### src/rtl/acc4_core.sv
module acc4_core #(
  parameter int PC_W = 9
) (
  input  logic            clk,
  input  logic            rst_n,
  output logic [PC_W-1:0] imem_addr,
  input  logic [10:0]     imem_data,
  output logic [4:0]      xreg_addr,
  input  logic [3:0]      xreg_rdata,
  output logic [3:0]      xreg_wdata,
  output logic            xreg_we
);

  localparam int NREG   = 32;
  localparam int RAM_LO = 8;

  logic [PC_W-1:0] pc, pc_next, stk0, stk1;
  logic [3:0]      w, rd, res, mask;
  logic            c, z, callm, skip;
  logic            wr_reg, wr_w, set_c, set_z, cy, hit;
  logic [3:0]      ram [RAM_LO:NREG-1];

  wire [10:0] ir      = imem_data;
  wire [4:0]  ra      = ir[4:0];
  wire        live    = !skip;
  wire        is_jmp  = ir[10:9] == 2'b00;
  wire        is_bit  = ir[10:9] == 2'b01;
  wire        is_misc = ir[10:8] == 3'b100;
  wire        is_alu  = ir[10] & ir[8];
  wire        is_ext  = (ra == 5'd1) || (ra[4:2] == 3'b001 && ra[1:0] != 2'b00);
  wire        is_ram  = ra >= 5'(RAM_LO);

  wire we_reg = live & wr_reg;
  wire we_w   = live & wr_w;
  wire jmp    = live & is_jmp;
  wire ret    = live & is_misc & (ir[7:4] == 4'b1010);
  wire push   = jmp & callm;

  assign imem_addr  = pc;
  assign xreg_addr  = ra;
  assign xreg_wdata = res;
  assign xreg_we    = we_reg & is_ext;
  assign mask       = 4'b0001 << ir[6:5];

  always_comb begin
    case (ra)
      5'd0:    rd = 4'd0;
      5'd2:    rd = pc[3:0];
      5'd3:    rd = {1'b0, z, c, 1'b0};
      5'd4:    rd = {1'b0, callm, 2'b00};
      default: rd = is_ext ? xreg_rdata : (is_ram ? ram[ra] : 4'd0);
    endcase
  end

  always_comb begin
    res = w; wr_reg = 1'b0; wr_w = 1'b0;
    set_c = 1'b0; set_z = 1'b0; cy = c; hit = 1'b0;
    if (is_alu) begin
      wr_reg = ir[9];
      wr_w   = !ir[9];
      case (ir[7:5])
        3'd0: res = {1'b0, rd[3:1]};
        3'd1: begin res = rd & w; set_z = 1'b1; end
        3'd2: begin res = rd ^ w; set_z = 1'b1; end
        3'd3: begin res = rd | w; set_z = 1'b1; end
        3'd4: begin res = w; wr_reg = 1'b1; wr_w = 1'b0; end
        3'd5: begin res = rd; set_z = 1'b1; end
        3'd6: begin {cy, res} = {1'b0, rd} + {1'b0, w}; set_c = 1'b1; set_z = 1'b1; end
        default: begin res = rd - 4'd1; hit = (res == 4'd0); end
      endcase
    end else if (is_bit) begin
      if (!ir[7]) begin
        res    = ir[8] ? (rd | mask) : (rd & ~mask);
        wr_reg = 1'b1;
      end else begin
        hit = (rd[ir[6:5]] == ir[8]);
      end
    end else if (is_misc) begin
      case (ir[7:4])
        4'b1000, 4'b1010: begin res = ir[3:0]; wr_w = 1'b1; end
        4'b0010: begin res = w & ir[3:0]; wr_w = 1'b1; set_z = 1'b1; end
        4'b0100: begin res = w ^ ir[3:0]; wr_w = 1'b1; set_z = 1'b1; end
        4'b0110: begin res = w | ir[3:0]; wr_w = 1'b1; set_z = 1'b1; end
        default: ;
      endcase
    end
  end

  always_comb begin
    if (jmp)                      pc_next = PC_W'(ir[8:0]);
    else if (ret)                 pc_next = stk0;
    else if (we_reg && ra == 5'd2) pc_next = {pc[PC_W-1:4], res};
    else                          pc_next = pc + 1'b1;
  end

  always_ff @(posedge clk) begin
    if (!rst_n) begin
      pc <= '0; stk0 <= '0; stk1 <= '0;
      w <= 4'd0; c <= 1'b0; z <= 1'b0; callm <= 1'b0; skip <= 1'b0;
    end else begin
      pc   <= pc_next;
      skip <= live & hit;
      if (we_w) w <= res;
      if (push) begin
        stk0 <= pc + 1'b1;
        stk1 <= stk0;
      end else if (ret) begin
        stk0 <= stk1;
      end
      if (we_reg && ra == 5'd3) begin
        c <= res[1];
        z <= res[2];
      end
      if (live && set_c) c <= cy;
      if (live && set_z) z <= (res == 4'd0);
      if (push)                      callm <= 1'b0;
      else if (we_reg && ra == 5'd4) callm <= res[2];
    end
  end

  always_ff @(posedge clk) begin
    if (we_reg && is_ram) ram[ra] <= res;
  end

endmodule

### config.mk
export PLATFORM = sky130hd
export DESIGN_NAME = acc4_core
export DESIGN_NICKNAME = d
export VERILOG_FILES = /design/src/rtl/acc4_core.sv
export SDC_FILE = /design/constraint.sdc
export NUM_CORES = 1
export LEC_CHECK = 0
export BUFFER_PORTS_ARGS = -buffer_cell sky130_fd_sc_hd__buf_4
export CAP_MARGIN = 40
export CELL_PAD_IN_SITES_DETAIL_PLACEMENT = 1
export CELL_PAD_IN_SITES_GLOBAL_PLACEMENT = 2
export CORE_UTILIZATION = 39
export CTS_BUF_LIST = sky130_fd_sc_hd__clkbuf_2
export DETAILED_ROUTE_END_ITERATION = 6
export GPL_ROUTABILITY_DRIVEN = 0
export GPL_TIMING_DRIVEN = 0
export PLACE_DENSITY = 0.77
export SYNTH_ARGS = -nofsm -noshare
export SYNTH_HDL_FRONTEND = slang
export SYNTH_SLANG_ARGS = --single-unit
export TNS_END_PERCENT = 100
### constraint.sdc
create_clock -name clk -period 3.93 [get_ports clk]
set_input_delay 0.393 -clock clk [delete_from_list [all_inputs] [get_ports clk]]
set_output_delay 0.393 -clock clk [all_outputs]
set_load 0.01 [all_outputs]
### After elaboration in Yosys (flattened, before gate mapping)

Memories as Yosys holds them, arrays and structs flattened.
Index checks and enable logic that the tools add are counted.

* register bits: 35
* RAM bits: 96
* output and inout bits: 19
* memories: 1

Memory list
* ram: depth 24, width 4, rd ports 1, clocked after memory_dff 0, wr ports 1, line 21 `logic [3:0] ram [RAM_LO:NREG-1];`

* $add $sub $neg: 3
* order comparisons: 2
* equal/unequal tests: 22
* shift-type cells: 1
* multiplexer cells: 45
* bitwise gates (word level): 19
* reduce and logical (&&, ||, !) cells: 26

Operators by type and width (number)
* $mux 9: 5
* $pmux 4 s4: 2
* $mux 1: 29
* $mux 4: 7
* $pmux 4 s7: 1
* $and 4x4->4: 3
* $eq 3x3->1 const B: 4
* $or 4x4->4: 3
* $eq 5x2->1 const B: 2
* $reduce_or 5->1: 2
* $add 9x1->9 const B: 1
* $and 1x1->1: 9
* $eq 4x3->1 const B: 2
* $eq 4x4->1 const B: 2
* $logic_not 4->1: 2
* $reduce_bool 2->1: 4
* $xor 4x4->4: 2
* $logic_and 1x1->1: 7
* $reduce_or 7->1: 1
* $eq 3x1->1 const B: 2
* $eq 3x2->1 const B: 2
* $add 4x4->5: 1
* $eq 5x1->1 const B: 1
* $eq 5x3->1 const B: 1
* 21 further kinds: 23

### Depth between registers and ports, before layout

* depth in word-level cells: 13
* mapped depth: 20
* mapped depth without buffers: 16

### Worst setup path before layout

Ideal clock, no wire load.

* path type: input to output
* from: in imem_data[1]
* to: out xreg_wdata[2]
* arrival: 3651 ps
* required time: 3537 ps
* path slack: -114 ps
* stages on the path: 19
* path buffers: 4
* cell sequence: buf_2 > buf_4 > buf_4 > nand3_1 > a311oi_1 > a41oi_1 > and3_1 > clkbuf_1 > inv_1 > ha_1 > inv_1 > fa_1 > xnor2_1 > a211oi_1 > a21oi_1 > a21oi_1 > o221a_2 > o21ai_4 > and2_1

* longest elaborated chain between the ends: 10
* elaborated cells between the ends (all ways): 25
* those cells by class: add/sub (2); order compare (1); eq/ne (4); mux (8); bitwise (5); reduce/logical (4); memory (1)

Ends and longest elaborated chain
* start: declaration: line 7 `input logic [10:0] imem_data,`
* branches (longest 4 deep; another with $mem_v2 24x4)
* $pmux 4 s4 *: line 46 `case (ra)`
* branches (longest 4 deep; another with $sub 4x1->4)
* $mux 4 *: line 58 `if (is_alu) begin`
* end: declaration: line 10 `output logic [3:0] xreg_wdata,`

Mark *: on every way between the ends.

### Worst setup path after layout

* from: mem ram[14][0]
* to: out xreg_wdata[2]

* longest elaborated chain between the ends: 7
* elaborated cells between the ends (all ways): 8
* those cells by class: add/sub (2); mux (5); memory (1)

Ends and longest elaborated chain
* start: declaration: line 21
* $mem_v2 24x4 *
* $mux 4 * (2 in series): line 51 `default: rd = is_ext ? xreg_rdata : (is_ram ? ram[ra] : 4'd0);`
* $pmux 4 s4 *: line 46
* $sub 4x1->4 or $add 4x4->5 (tied branches): line 69, 68
* $pmux 4 s7 *: line 61 `case (ir[7:5])`
* $mux 4 *: line 58

Every way passes the cells marked *; elsewhere a longest branch is shown, timed or not.

==> impl_results.md <==
* Status: finished, violations left
* Failing checks: setup timing
* Total CTS buffers at 17
* Post-DP Area at between 7000 and 8000 um2
* Min-delay worst type: input pin to flop
* Final worst slack at -0.337 ns
* Core area at between 15000 and 20000 um2
* Crit Path Class: flop to primary output
* Net Sw Power at between 0.0009 and 0.001 W
* Setup crit end kind: primary output
* Synth cell count leaders: edfxtp_1 (96), nand2_1 (67), nor2_1 (49)
* Synth top area cells: edfxtp_1 (41%), dfxtp_1 (10%), mux2i_1 (4.7%)
* Fin. max-slew vios at 0
* Port Buffers at 31
* Max_slew headroom at 33.5%
* Maximum VDD drop at about 0.23 mV
* Fill cell count at between 1500 and 2000
* Seq pwr share at approximately 53%
* H-tree depth at 4
* CTS root buf: clkbuf_2
* I/O pin count at 36
* RSZ-0062 raised after global routing: yes
* Syn Std Cell Area at between 6000 and 7000 um2
* Register area share after synthesis at approximately half
* CTS max path bufs at 2
* DR iter-0 viols at about 480
* Final period util at 109%
* Drt total wl at between 20000 and 25000 um
* Clk_lat worst skew at just under 0.8 ns
* Fin util at a little under half
* Final instance area at about 8200 um2
* Initial Util at about two fifths
* Average size of a mapped cell at 10.9 um2
* Yosys reg bits at between 100 and 150
* Clock-pin slew on the worst setup and hold paths at 0.24 ns
* Fraction of layout cells with a size suffix above 1 at between 20% and 30%
* GRT overflow at 0
* Post-layout min period at approximately 4.3 ns
* Final number of hold-violating endpoints at 0
* Synth async-reset ratio at 0%
* Hold buffer count at CTS at 0
* Arr. time, crit path at 3.87 ns
* Max cap viols at 0
* Drt drc at 0
* Worst Path Max Fanout at 2
* Ys flop type: edfxtp_1
* Post-synth top area share at between 40% and 50%
* Post-synth top area cell: edfxtp_1
* Number of core rows at 48
* Die Wd at 136 um
* Total GRT Usage at between 20% and 30%
* CP Launch Type: flop
* Final ANT Viol Nets at 0
* Power Total at roughly 0.0029 W
* Static Leakage at 2.86 nW
* Vias in the first global route at approximately 5900
* Count leader, synth: edfxtp_1
* Area Overhead vs Synth at 17.9%
* TritonRoute pass-1 iters at 5
* Gate power share at 19.6%
* Internal power at around 0.0019 W
* Via count at 5725
* Synth cell types at 74
* Clock sinks at between 100 and 150
* Final setup fails at 4
* Via/cell ratio at approximately 6.0
* CTS tree: done
* Pwr Density at 351 nW/um2
* Die ar. at around 18000 um2
* Layout Nets at about 760
* Yosys warns at 0
* First-pass GRT wire length at 35800 um
* Peak Freq at ~230 MHz
* Cell count after synthesis at 640
* Initial antenna violation count at 1
* Largest net degree at the start of global routing at 22
* Drt wl/cell at roughly 25 um
* Final Skew at about 0.07 ns
* Worst path required time at around 3.5 ns
* EDFF count, synth at between 90 and 100
* DP Wirelength at 15900 um
* Clk pwr share at 27.1%
* Slew @ Worst Pin at around 1 ns
* Syn nets at roughly 680
* Die Ht at 136 um
* Switching share of power at 33.2%
power by group through the flow:
stage / registers, W / logic, W / clock network [W]
final: 0.00154 / 0.000566 / 0.000781
after floorplan: 0.00156 / 0.000267 / 0
after global placement: 0.00157 / 0.000419 / 0
after global routing: 0.00154 / 0.000601 / 0.000847
after CTS: 0.00154 / 0.000518 / 0.000787
after detailed placement: 0.00157 / 0.000440 / 0
layout by cell type (no fill, tap or decap), types with 8 or more instances in the layout:
cell type / synthesis / final
o21ai_0: 15 / 11
nand2_1: 67 / 66
clkbuf_1: 24 / 22
buf_4: 7 / 54
inv_1: 18 / 14
xnor2_1: 9 / 8
dfxtp_1: 35 / 34
ha_1: 19 / 13
a21oi_1: 37 / 34
mux4_2: 10 / 10
buf_2: 13 / 16
mux2i_1: 33 / 32
edfxtp_1: 96 / 96
nor2_1: 49 / 49
nor2b_1: 13 / 13
a22oi_1: 13 / 12
nor3_1: 19 / 19
nand3_1: 23 / 22
clkbuf_2: 1 / 20
buf_6: 1 / 9
timing repair:
item                       CTS  global route
gates resized for setup     33            29
pin swaps                   16            19
cloned                       3             1
buffers inserted            16             7
setup endpoints to repair   80             6
kinds of logic after synthesis:
| kind of cell | after synthesis | synth area share [%] |
|---|---|---|
| xor gates and xnor gates | 11 | 1.38 |
| muxes | 52 | 9.49 |
| DFF | 131 | 51.5 |
| adders and majority gates | 20 | 3.70 |
| AOI/OAI and AO/OA | 131 | 13.3 |
| buffers and inverters | 69 | 4.46 |
| and+or+nand+nor | 226 | 16.2 |
metal layers:
layer	track usage, %	up-vias	part of all wire [%]
met4	9.74	0	2.6
met1	35.0	2931	43
met3	6.96	36	6.0
li1	-	2586	-
met2	43.9	172	48
met5	0	-	0
state kept, by name, summed over array words and instances, names as in the netlist:
| signal | flops |
|---|---|
| c | 1 |
| imem_addr | 9 |
| w | 4 |
| callm | 1 |
| skip | 1 |
| ram | 96 |
| stk0 | 9 |
| stk1 | 9 |
| z | 1 |
path summary, 6_finish.rpt:
path | start | to | slack [ns] | depth (start not counted)
max | ram[14][0]$_DFFE_PP_ | xreg_wdata[2] | -0.34 | 15
min | rst_n | z$_SDFFE_PN0P_ | 0.04 | 4
max reg2reg | imem_addr[0]$_SDFF_PN0_ | c$_SDFFE_PN0P_ | 0.29 | 15
min reg2reg | stk1[4]$_SDFFE_PN0P_ | stk1[4]$_SDFFE_PN0P_ | 0.48 | 2
cell type report:
class	count	area, um2	area share, %
antenna	1	2.50	0.0305
buffer	48	239	2.91
clock buffer	18	90.1	1.10
clock inverter	14	118	1.43
inverter	20	83.8	1.02
multi-input combinational	442	3320	40.4
sequential	131	3580	43.7
tap	225	282	3.43
timing repair buffer	60	484	5.90
timing repair inverter	1	7.51	0.0914
stage by stage:
stage | setup TNS, ns | hold slack (ns) | setup WS [ns] | instances
2_1_floorplan | 0 | 0.437 | 0.0274 | 640
3_3_place_gp | -124.85 | 0.447 | -1.77 | 896
3_5_place_dp | -102.03 | 0.448 | -1.52 | 901
4_1_cts | -1.41 | 0.0203 | -0.395 | 951
5_1_grt | -1.73 | 0.00384 | -0.480 | 960
6_report | -1.17 | 0.0360 | -0.337 | 960
critical path, stage by stage (launching register included):
cell and delay [ns]:
edfxtp_1 0.42, mux4_2 0.49, o21ai_1 0.32, and3_4 0.29, inv_4 0.05, ha_4 0.15, inv_2 0.05, fa_2 0.21
xnor2_1 0.08, a211oi_2 0.18, a21oi_1 0.06, a21oi_1 0.18, o221a_2 0.24, o21ai_4 0.07, and2_4 0.20, buf_6 0.12
Power figures use the tool's default switching activity.
